### src/rtl/dcc_pkg.sv
package dcc_pkg;

    localparam int BYTE_W       = 8;
    localparam int RESULT_BYTES = 3;

    typedef enum logic [2:0] {
        PH_IDLE  = 3'd0,
        PH_SYNC  = 3'd1,
        PH_SIG   = 3'd2,
        PH_BIAS  = 3'd3,
        PH_WAIT  = 3'd4,
        PH_REF1  = 3'd5,
        PH_REF2  = 3'd6,
        PH_HOLD  = 3'd7
    } phase_e;

    typedef enum logic [1:0] {
        SEL_FINE     = 2'd0,
        SEL_COARSE_L = 2'd1,
        SEL_COARSE_H = 2'd2,
        SEL_STATUS   = 2'd3
    } rd_sel_e;

    typedef struct packed {
        logic clr_cnt;
        logic clr_flag;
        logic cap_pol;
        logic pri_time;
        logic sec_time;
        logic pri_acc;
        logic sec_acc;
        logic in_sig;
        logic in_bias;
    } cnt_ctl_t;

    function automatic cnt_ctl_t decode_phase(input phase_e ph, input logic hold);
        cnt_ctl_t c;
        c          = '0;
        c.in_sig   = (ph == PH_SIG);
        c.in_bias  = (ph == PH_BIAS);
        if (!hold) begin
            c.clr_cnt  = (ph == PH_SYNC) || (ph == PH_WAIT);
            c.clr_flag = (ph == PH_SYNC);
            c.cap_pol  = (ph == PH_WAIT);
            c.pri_time = (ph == PH_SIG);
            c.sec_time = (ph == PH_BIAS);
            c.pri_acc  = (ph == PH_REF1);
            c.sec_acc  = (ph == PH_REF2);
        end
        return c;
    endfunction

endpackage

### src/rtl/dcc_phase_ctrl.sv
module dcc_phase_ctrl
    import dcc_pkg::*;
(
    input  logic     clk,
    input  logic     rst,
    input  logic [2:0] phase_i,
    input  logic     rd_ack,
    output cnt_ctl_t ctl,
    output logic     frozen
);
    phase_e ph;
    logic   hold;

    assign ph   = phase_e'(phase_i);
    assign hold = frozen || (ph == PH_HOLD);
    assign ctl  = decode_phase(ph, hold);

    always_ff @(posedge clk) begin
        if (rst) begin
            frozen <= 1'b0;
        end else if (rd_ack) begin
            frozen <= 1'b0;
        end else if (ph == PH_HOLD) begin
            frozen <= 1'b1;
        end
    end
endmodule

### src/rtl/dcc_counter_pair.sv
module dcc_counter_pair
    import dcc_pkg::*;
#(
    parameter int PRI_W      = 16,
    parameter int SEC_W      = 8,
    parameter int SIG_NORM   = 400,
    parameter int SIG_FAST   = 50,
    parameter int BIAS_TICKS = 8
) (
    input  logic             clk,
    input  logic             rst,
    input  cnt_ctl_t         ctl,
    input  logic             fast_i,
    input  logic             pol_i,
    output logic [PRI_W-1:0] pri_q,
    output logic [SEC_W-1:0] sec_q,
    output logic             ovr_q,
    output logic             pol_q,
    output logic             sig_done,
    output logic             bias_done
);
    localparam logic [PRI_W-1:0] PRI_MAX  = {PRI_W{1'b1}};
    localparam logic [SEC_W-1:0] SEC_MAX  = {SEC_W{1'b1}};
    localparam logic [PRI_W-1:0] WIN_NORM = PRI_W'(SIG_NORM);
    localparam logic [PRI_W-1:0] WIN_FAST = PRI_W'(SIG_FAST);
    localparam logic [SEC_W-1:0] BIAS_LEN = SEC_W'(BIAS_TICKS);

    logic [PRI_W-1:0] win_len;
    logic             sig_hit, bias_hit;
    logic             sec_wrap, pri_step;
    logic [PRI_W-1:0] pri_d;
    logic [SEC_W-1:0] sec_d;
    logic             ovr_d, pol_d;

    assign win_len   = fast_i ? WIN_FAST : WIN_NORM;
    assign sig_hit   = (pri_q == win_len);
    assign bias_hit  = (sec_q == BIAS_LEN);
    assign sig_done  = ctl.in_sig && sig_hit;
    assign bias_done = ctl.in_bias && bias_hit;

    assign sec_wrap  = ctl.sec_acc && (sec_q == SEC_MAX);
    assign pri_step  = ctl.pri_acc || sec_wrap;

    always_comb begin
        pri_d = pri_q;
        sec_d = sec_q;
        ovr_d = ovr_q;
        pol_d = pol_q;
        if (ctl.clr_cnt) begin
            pri_d = '0;
            sec_d = '0;
        end
        if (ctl.clr_flag) begin
            ovr_d = 1'b0;
        end
        if (ctl.cap_pol) begin
            pol_d = pol_i;
        end
        if (ctl.pri_time && !sig_hit) begin
            pri_d = pri_q + 1'b1;
        end
        if (ctl.sec_time && !bias_hit) begin
            sec_d = sec_q + 1'b1;
        end
        if (ctl.sec_acc) begin
            sec_d = sec_q + 1'b1;
        end
        if (pri_step) begin
            if (pri_q == PRI_MAX) begin
                ovr_d = 1'b1;
            end else begin
                pri_d = pri_q + 1'b1;
            end
        end
    end

    always_ff @(posedge clk) begin
        if (rst) begin
            pri_q <= '0;
            sec_q <= '0;
            ovr_q <= 1'b0;
            pol_q <= 1'b0;
        end else begin
            pri_q <= pri_d;
            sec_q <= sec_d;
            ovr_q <= ovr_d;
            pol_q <= pol_d;
        end
    end
endmodule

### src/rtl/dcc_read_mux.sv
module dcc_read_mux
    import dcc_pkg::*;
#(
    parameter int PRI_W = 16,
    parameter int SEC_W = 8
) (
    input  logic              rd_en,
    input  logic [1:0]        rd_addr,
    input  logic [PRI_W-1:0]  pri_q,
    input  logic [SEC_W-1:0]  sec_q,
    input  logic              pol_q,
    input  logic              ovr_q,
    output logic [BYTE_W-1:0] rd_data
);
    localparam int RES_W = BYTE_W * RESULT_BYTES;

    logic [RES_W-1:0]  word;
    logic [BYTE_W-1:0] lanes [RESULT_BYTES+1];

    assign word = RES_W'({pri_q, sec_q});

    for (genvar i = 0; i < RESULT_BYTES; i++) begin : g_lane
        assign lanes[i] = word[i*BYTE_W +: BYTE_W];
    end
    assign lanes[RESULT_BYTES] = {pol_q, ovr_q, {(BYTE_W-2){1'b0}}};

    always_comb begin
        rd_data = '0;
        if (rd_en) begin
            unique case (rd_sel_e'(rd_addr))
                SEL_FINE:     rd_data = lanes[0];
                SEL_COARSE_L: rd_data = lanes[1];
                SEL_COARSE_H: rd_data = lanes[2];
                SEL_STATUS:   rd_data = lanes[RESULT_BYTES];
                default:      rd_data = '0;
            endcase
        end
    end
endmodule

### src/rtl/dual_count_core.sv
module dual_count_core
    import dcc_pkg::*;
#(
    parameter int PRI_W      = 16,
    parameter int SEC_W      = 8,
    parameter int SIG_NORM   = 400,
    parameter int SIG_FAST   = 50,
    parameter int BIAS_TICKS = 8
) (
    input  logic       clk,
    input  logic       rst,
    input  logic [2:0] phase_i,
    input  logic       fast_i,
    input  logic       pol_i,
    input  logic       rd_en,
    input  logic [1:0] rd_addr,
    input  logic       rd_ack,
    output logic       sig_done,
    output logic       bias_done,
    output logic [7:0] rd_data
);
    cnt_ctl_t         ctl;
    logic             frozen;
    logic [PRI_W-1:0] pri_q;
    logic [SEC_W-1:0] sec_q;
    logic             ovr_q;
    logic             pol_q;

    dcc_phase_ctrl u_ctrl (
        .clk     (clk),
        .rst     (rst),
        .phase_i (phase_i),
        .rd_ack  (rd_ack),
        .ctl     (ctl),
        .frozen  (frozen)
    );

    dcc_counter_pair #(
        .PRI_W      (PRI_W),
        .SEC_W      (SEC_W),
        .SIG_NORM   (SIG_NORM),
        .SIG_FAST   (SIG_FAST),
        .BIAS_TICKS (BIAS_TICKS)
    ) u_cnt (
        .clk       (clk),
        .rst       (rst),
        .ctl       (ctl),
        .fast_i    (fast_i),
        .pol_i     (pol_i),
        .pri_q     (pri_q),
        .sec_q     (sec_q),
        .ovr_q     (ovr_q),
        .pol_q     (pol_q),
        .sig_done  (sig_done),
        .bias_done (bias_done)
    );

    dcc_read_mux #(
        .PRI_W (PRI_W),
        .SEC_W (SEC_W)
    ) u_rd (
        .rd_en   (rd_en),
        .rd_addr (rd_addr),
        .pri_q   (pri_q),
        .sec_q   (sec_q),
        .pol_q   (pol_q),
        .ovr_q   (ovr_q),
        .rd_data (rd_data)
    );
endmodule

### config.mk
export PLATFORM = sky130hd
export DESIGN_NAME = dual_count_core
export DESIGN_NICKNAME = d
export VERILOG_FILES = /design/src/rtl/dcc_pkg.sv /design/src/rtl/dcc_phase_ctrl.sv /design/src/rtl/dcc_counter_pair.sv /design/src/rtl/dcc_read_mux.sv /design/src/rtl/dual_count_core.sv
export SDC_FILE = /design/constraint.sdc
export NUM_CORES = 1
export LEC_CHECK = 0
export ABC_CLOCK_PERIOD_IN_PS = 2550
export BUFFER_PORTS_ARGS = -buffer_cell sky130_fd_sc_hd__buf_2
export CAP_MARGIN = 30
export CORE_ASPECT_RATIO = 0.7
export CORE_MARGIN = 4
export CORE_UTILIZATION = 50
export CTS_BUF_LIST = sky130_fd_sc_hd__clkbuf_4
export DETAILED_ROUTE_END_ITERATION = 12
export HOLD_SLACK_MARGIN = 0.12
export PLACE_DENSITY = 0.77
export SYNTH_ARGS = -nofsm -noshare
export SYNTH_HDL_FRONTEND = slang
export SYNTH_SLANG_ARGS = --single-unit
### constraint.sdc
create_clock -name clk -period 2.55 [get_ports clk]
set_input_delay 0.51 -clock clk [delete_from_list [all_inputs] [get_ports clk]]
set_output_delay 0.51 -clock clk [all_outputs]
set_load 0.02 [all_outputs]
==> key figures <==
Routing
  – Average wire per standard cell: 17.0 um
  – ANT nets after route: 0
  – Final routed wirelength across all metal layers: 5190 um
  – Via total after detailed routing: 1953
  – Count of TritonRoute iterations in the first routing pass: 4
  – Detailed Route Iter0 Violations: about 240
  – Post-DR vias/cell: 6.38
  – DRC violations left: 0

Worst setup path
  – Top cell family by delay on the critical path: simple AND/OR/NAND/NOR gates
  – Max stage delay on crit path: 0.48 ns
  – WP data required: 2.04 ns
  – Max Fanout on Critical Path: 4
  – CP Buf/Inv Count: 3
  – Worst setup path class: reg -> out
  – Crit path capture type: output pin
  – Most frequent cell on the critical path: sky130_fd_sc_hd__buf_4
  – Startpoint type of the worst setup path: flop
  – Cell breakdown of the critical path: buf_4 -> inv_1 -> ha_1 -> or4b_4 -> nor3_2 -> buf_4
  – Critical path's slowest cell: sky130_fd_sc_hd__or4b_4
  – Crit path arrival time: 1.90 ns

Synth
  – Synth Warn #: 0
  – Async S/R FF share, synth: 0
  – Most frequently used flop master after synthesis: sky130_fd_sc_hd__dfxtp_1
  – Synth unique cells: 52
  – Yosys reg bits: 27
  – Number of standard cells after synthesis: 241
  – Average cell area after synthesis: roughly 8 um2
  – Post-Syn Nets: roughly 260
  – Mapped cell area: 0.00191 mm2
  – Sequential element share of the synthesized area: 0.282
  – Number of enable flip-flop cells after synthesis: 0

Floorplan
  – Core region area: 0.00360 mm2
  – Cell Rows: 18
  – Horizontal extent of the die: 82.0 um
  – DIE AREA: 0.00490 mm2
  – Die boundary height: 59.8 um
  – Number of placed I/O pins: 21
  – Initial standard-cell utilization of the core: 0.531

Clocking
  – Total number of clock tree sinks: 27
  – TritonCTS clock tree: done
  – Worst-case clock buffer depth: 2
  – Register clock-pin slew on the reported worst setup and hold paths: 0.16 ns
  – CTS Root Cell: sky130_fd_sc_hd__clkbuf_4
  – TritonCTS Buffers: 3
  – Deepest level of the CTS H-tree: 1
  – # hold bufs at CTS: 0
  – Clk Latency, worst-skew pair: 0.35 ns

STA
  – Top achievable clock speed: between 0.4 and 0.5 GHz
  – Total negative slack for setup checks: 0 ns
  – Final Hold Vio Count: 0
  – Post-route fraction of the period consumed by the critical path: 0.946
  – Final setup violation count: 0
  – Number of pins with negative max-slew slack in the final report: 0
  – Worst clock skew on the final layout: 0.0174 ns
  – Actual slew at the worst max-slew pin: ~0.55 ns
  – Relative slew slack: 0.631
  – RSZ-0062 raised after global routing: false
  – Shortest clock period the worst path allows after layout: 2.41 ns

Pwr
  – Power per cell area: 350 mW/mm2
  – Peak VDD IR: around 0.29 mV
  – Lkg Pwr: 0.776 nW

Outcome
  – Run status: complete, no violations

Cells and area
  – Final core utilization: 0.585
  – Area Overhead vs Synth: 10.1%
  – Share of cells above drive strength 1: 0.184
  – Ant. Diodes: 0
  – Layout net count: 271

Placement
  – Sum of net half-perimeters after detailed placement: between 3000 and 4000 um
  – Port Buffer Count: 20
  – Last weighted congestion value of the routability-driven placer: 0.977

Global route
  – Largest net degree at the start of global routing: 17
  – Number of antenna violations at the first check in global routing: 0
  – All-layer global routing usage: 0.225
  – Global-route congestion overflow total: 0
  – Number of global-route vias before repair: 1817
  – Global-route wire length before repair: 8560 um

Flow run
  – Reported max-cap violation count: 0

Worst hold path
  – HP Class: in -> reg
metal layers:
| layer | GRT usage | part of all wire |
|---|---|---|
| met3 | 0.0693 | 0.11 |
| met1 | 0.324 | 0.46 |
| met5 | 0 | 0 |
| met2 | 0.321 | 0.41 |
| met4 | 0.0640 | 0.0096 |
flip-flops by register name, summed over array words and instances (netlist names):
signal,flops
u_cnt.sec_q,8
u_ctrl.frozen,1
u_cnt.pri_q,16
u_cnt.pol_q,1
u_cnt.ovr_q,1
placed cells by master, fill, tap and decap left out, drive strengths merged, types with 3 or more instances in the layout:
| cell type | n |
|---|---|
| ha | 3 |
| nand2b | 5 |
| nand4 | 8 |
| clkbuf | 3 |
| a21oi | 9 |
| a221o | 13 |
| nor4 | 3 |
| a211oi | 11 |
| inv | 6 |
| o21ai | 11 |
| nor2b | 5 |
| dfxtp | 27 |
| nor2 | 14 |
| nand2 | 25 |
| buf | 32 |
| and2 | 11 |
| nand3 | 13 |
| and3 | 4 |
| a2111oi | 3 |
| mux2i | 8 |
| nor3 | 6 |
per-stage QoR:
stage	setup WS (ns)	cell area, um2	total power, mW	instances	hold slack, ns
4_1_cts	0.00339	2100	0.742	306	0.303
5_1_grt	0.0186	2110	0.769	306	0.309
3_3_place_gp	0.232	2070	0.541	302	0.456
3_5_place_dp	0.183	2070	0.542	302	0.464
2_1_floorplan	0.212	1910	0.509	241	0.441
6_report	0.137	2110	0.738	306	0.313
area by class of cell:
type / instances / area (um2)
clock buffer: 3 / 22.5
fill: 342 / 1500
multi-input combinational: 187 / 1260
inverter: 6 / 22.5
clock inverter: 1 / 7.51
tap: 50 / 62.6
timing repair buffer: 32 / 193
sequential: 27 / 542
where the power goes:
group | switching [mW] | total (mW) | internal (mW)
combinational | 0.0658 | 0.108 | 0.0417
clock | 0.141 | 0.201 | 0.0604
sequential | 0.00285 | 0.429 | 0.427
total | 0.210 | 0.738 | 0.529
worst register-to-register path, stage by stage, from the launching register on:
cell,delay [ns]
sky130_fd_sc_hd__dfxtp_1,0.58
sky130_fd_sc_hd__nor4b_1,0.29
sky130_fd_sc_hd__o2111a_1,0.28
sky130_fd_sc_hd__a211o_1,0.22
sky130_fd_sc_hd__buf_4,0.23
sky130_fd_sc_hd__a21oi_1,0.11
sky130_fd_sc_hd__buf_4,0.19
sky130_fd_sc_hd__a221o_1,0.32
worst paths after layout:
check | from | end | slack [ns] | cells after the start
worst max-delay path | u_cnt.sec_q[0] | bias_done | 0.14 | 6
worst min-delay path | rd_ack | u_ctrl.frozen | 0.31 | 2
worst max register to register | u_cnt.pri_q[4] | u_cnt.pri_q[11] | 0.22 | 7
worst min register to register | u_cnt.ovr_q | u_cnt.ovr_q | 0.48 | 2
cells by family after synthesis:
logic type	after synthesis	synth area share
DFF	27	0.282
xor gates and xnor gates	1	0.00458
AOI/OAI and AO/OA	64	0.252
and+or+nand+nor	107	0.300
adders and majority gates	3	0.0196
muxes	12	0.0771
buffers and inverters	27	0.0647
synth_stat cells (3+ instances only):
cell,count,share of area
sky130_fd_sc_hd__nor2b_1,5,0.016
sky130_fd_sc_hd__mux2i_1,8,0.042
sky130_fd_sc_hd__and3_1,4,0.013
sky130_fd_sc_hd__ha_1,3,0.020
sky130_fd_sc_hd__nor4_1,3,0.0098
sky130_fd_sc_hd__clkbuf_1,14,0.027
sky130_fd_sc_hd__o21ai_0,11,0.029
sky130_fd_sc_hd__dfxtp_1,27,0.28
sky130_fd_sc_hd__buf_2,3,0.0078
sky130_fd_sc_hd__inv_1,6,0.012
sky130_fd_sc_hd__nand2_1,24,0.047
sky130_fd_sc_hd__a211oi_1,11,0.043
sky130_fd_sc_hd__nor2_1,14,0.027
sky130_fd_sc_hd__nand2b_1,5,0.016
sky130_fd_sc_hd__nor3_1,6,0.016
sky130_fd_sc_hd__a2111oi_0,3,0.014
sky130_fd_sc_hd__nand4_1,8,0.026
sky130_fd_sc_hd__a21oi_1,9,0.024
sky130_fd_sc_hd__and2_1,11,0.036
sky130_fd_sc_hd__nand3_1,13,0.034
sky130_fd_sc_hd__a221o_1,13,0.068
timing repair:
action,4_1_cts,5_1_grt
setup endpoints to repair,1,1
resized for setup,3,1
pin swaps,0,1
cloned,0,0
buffers inserted,0,0
Power figures use the tool's default switching activity.
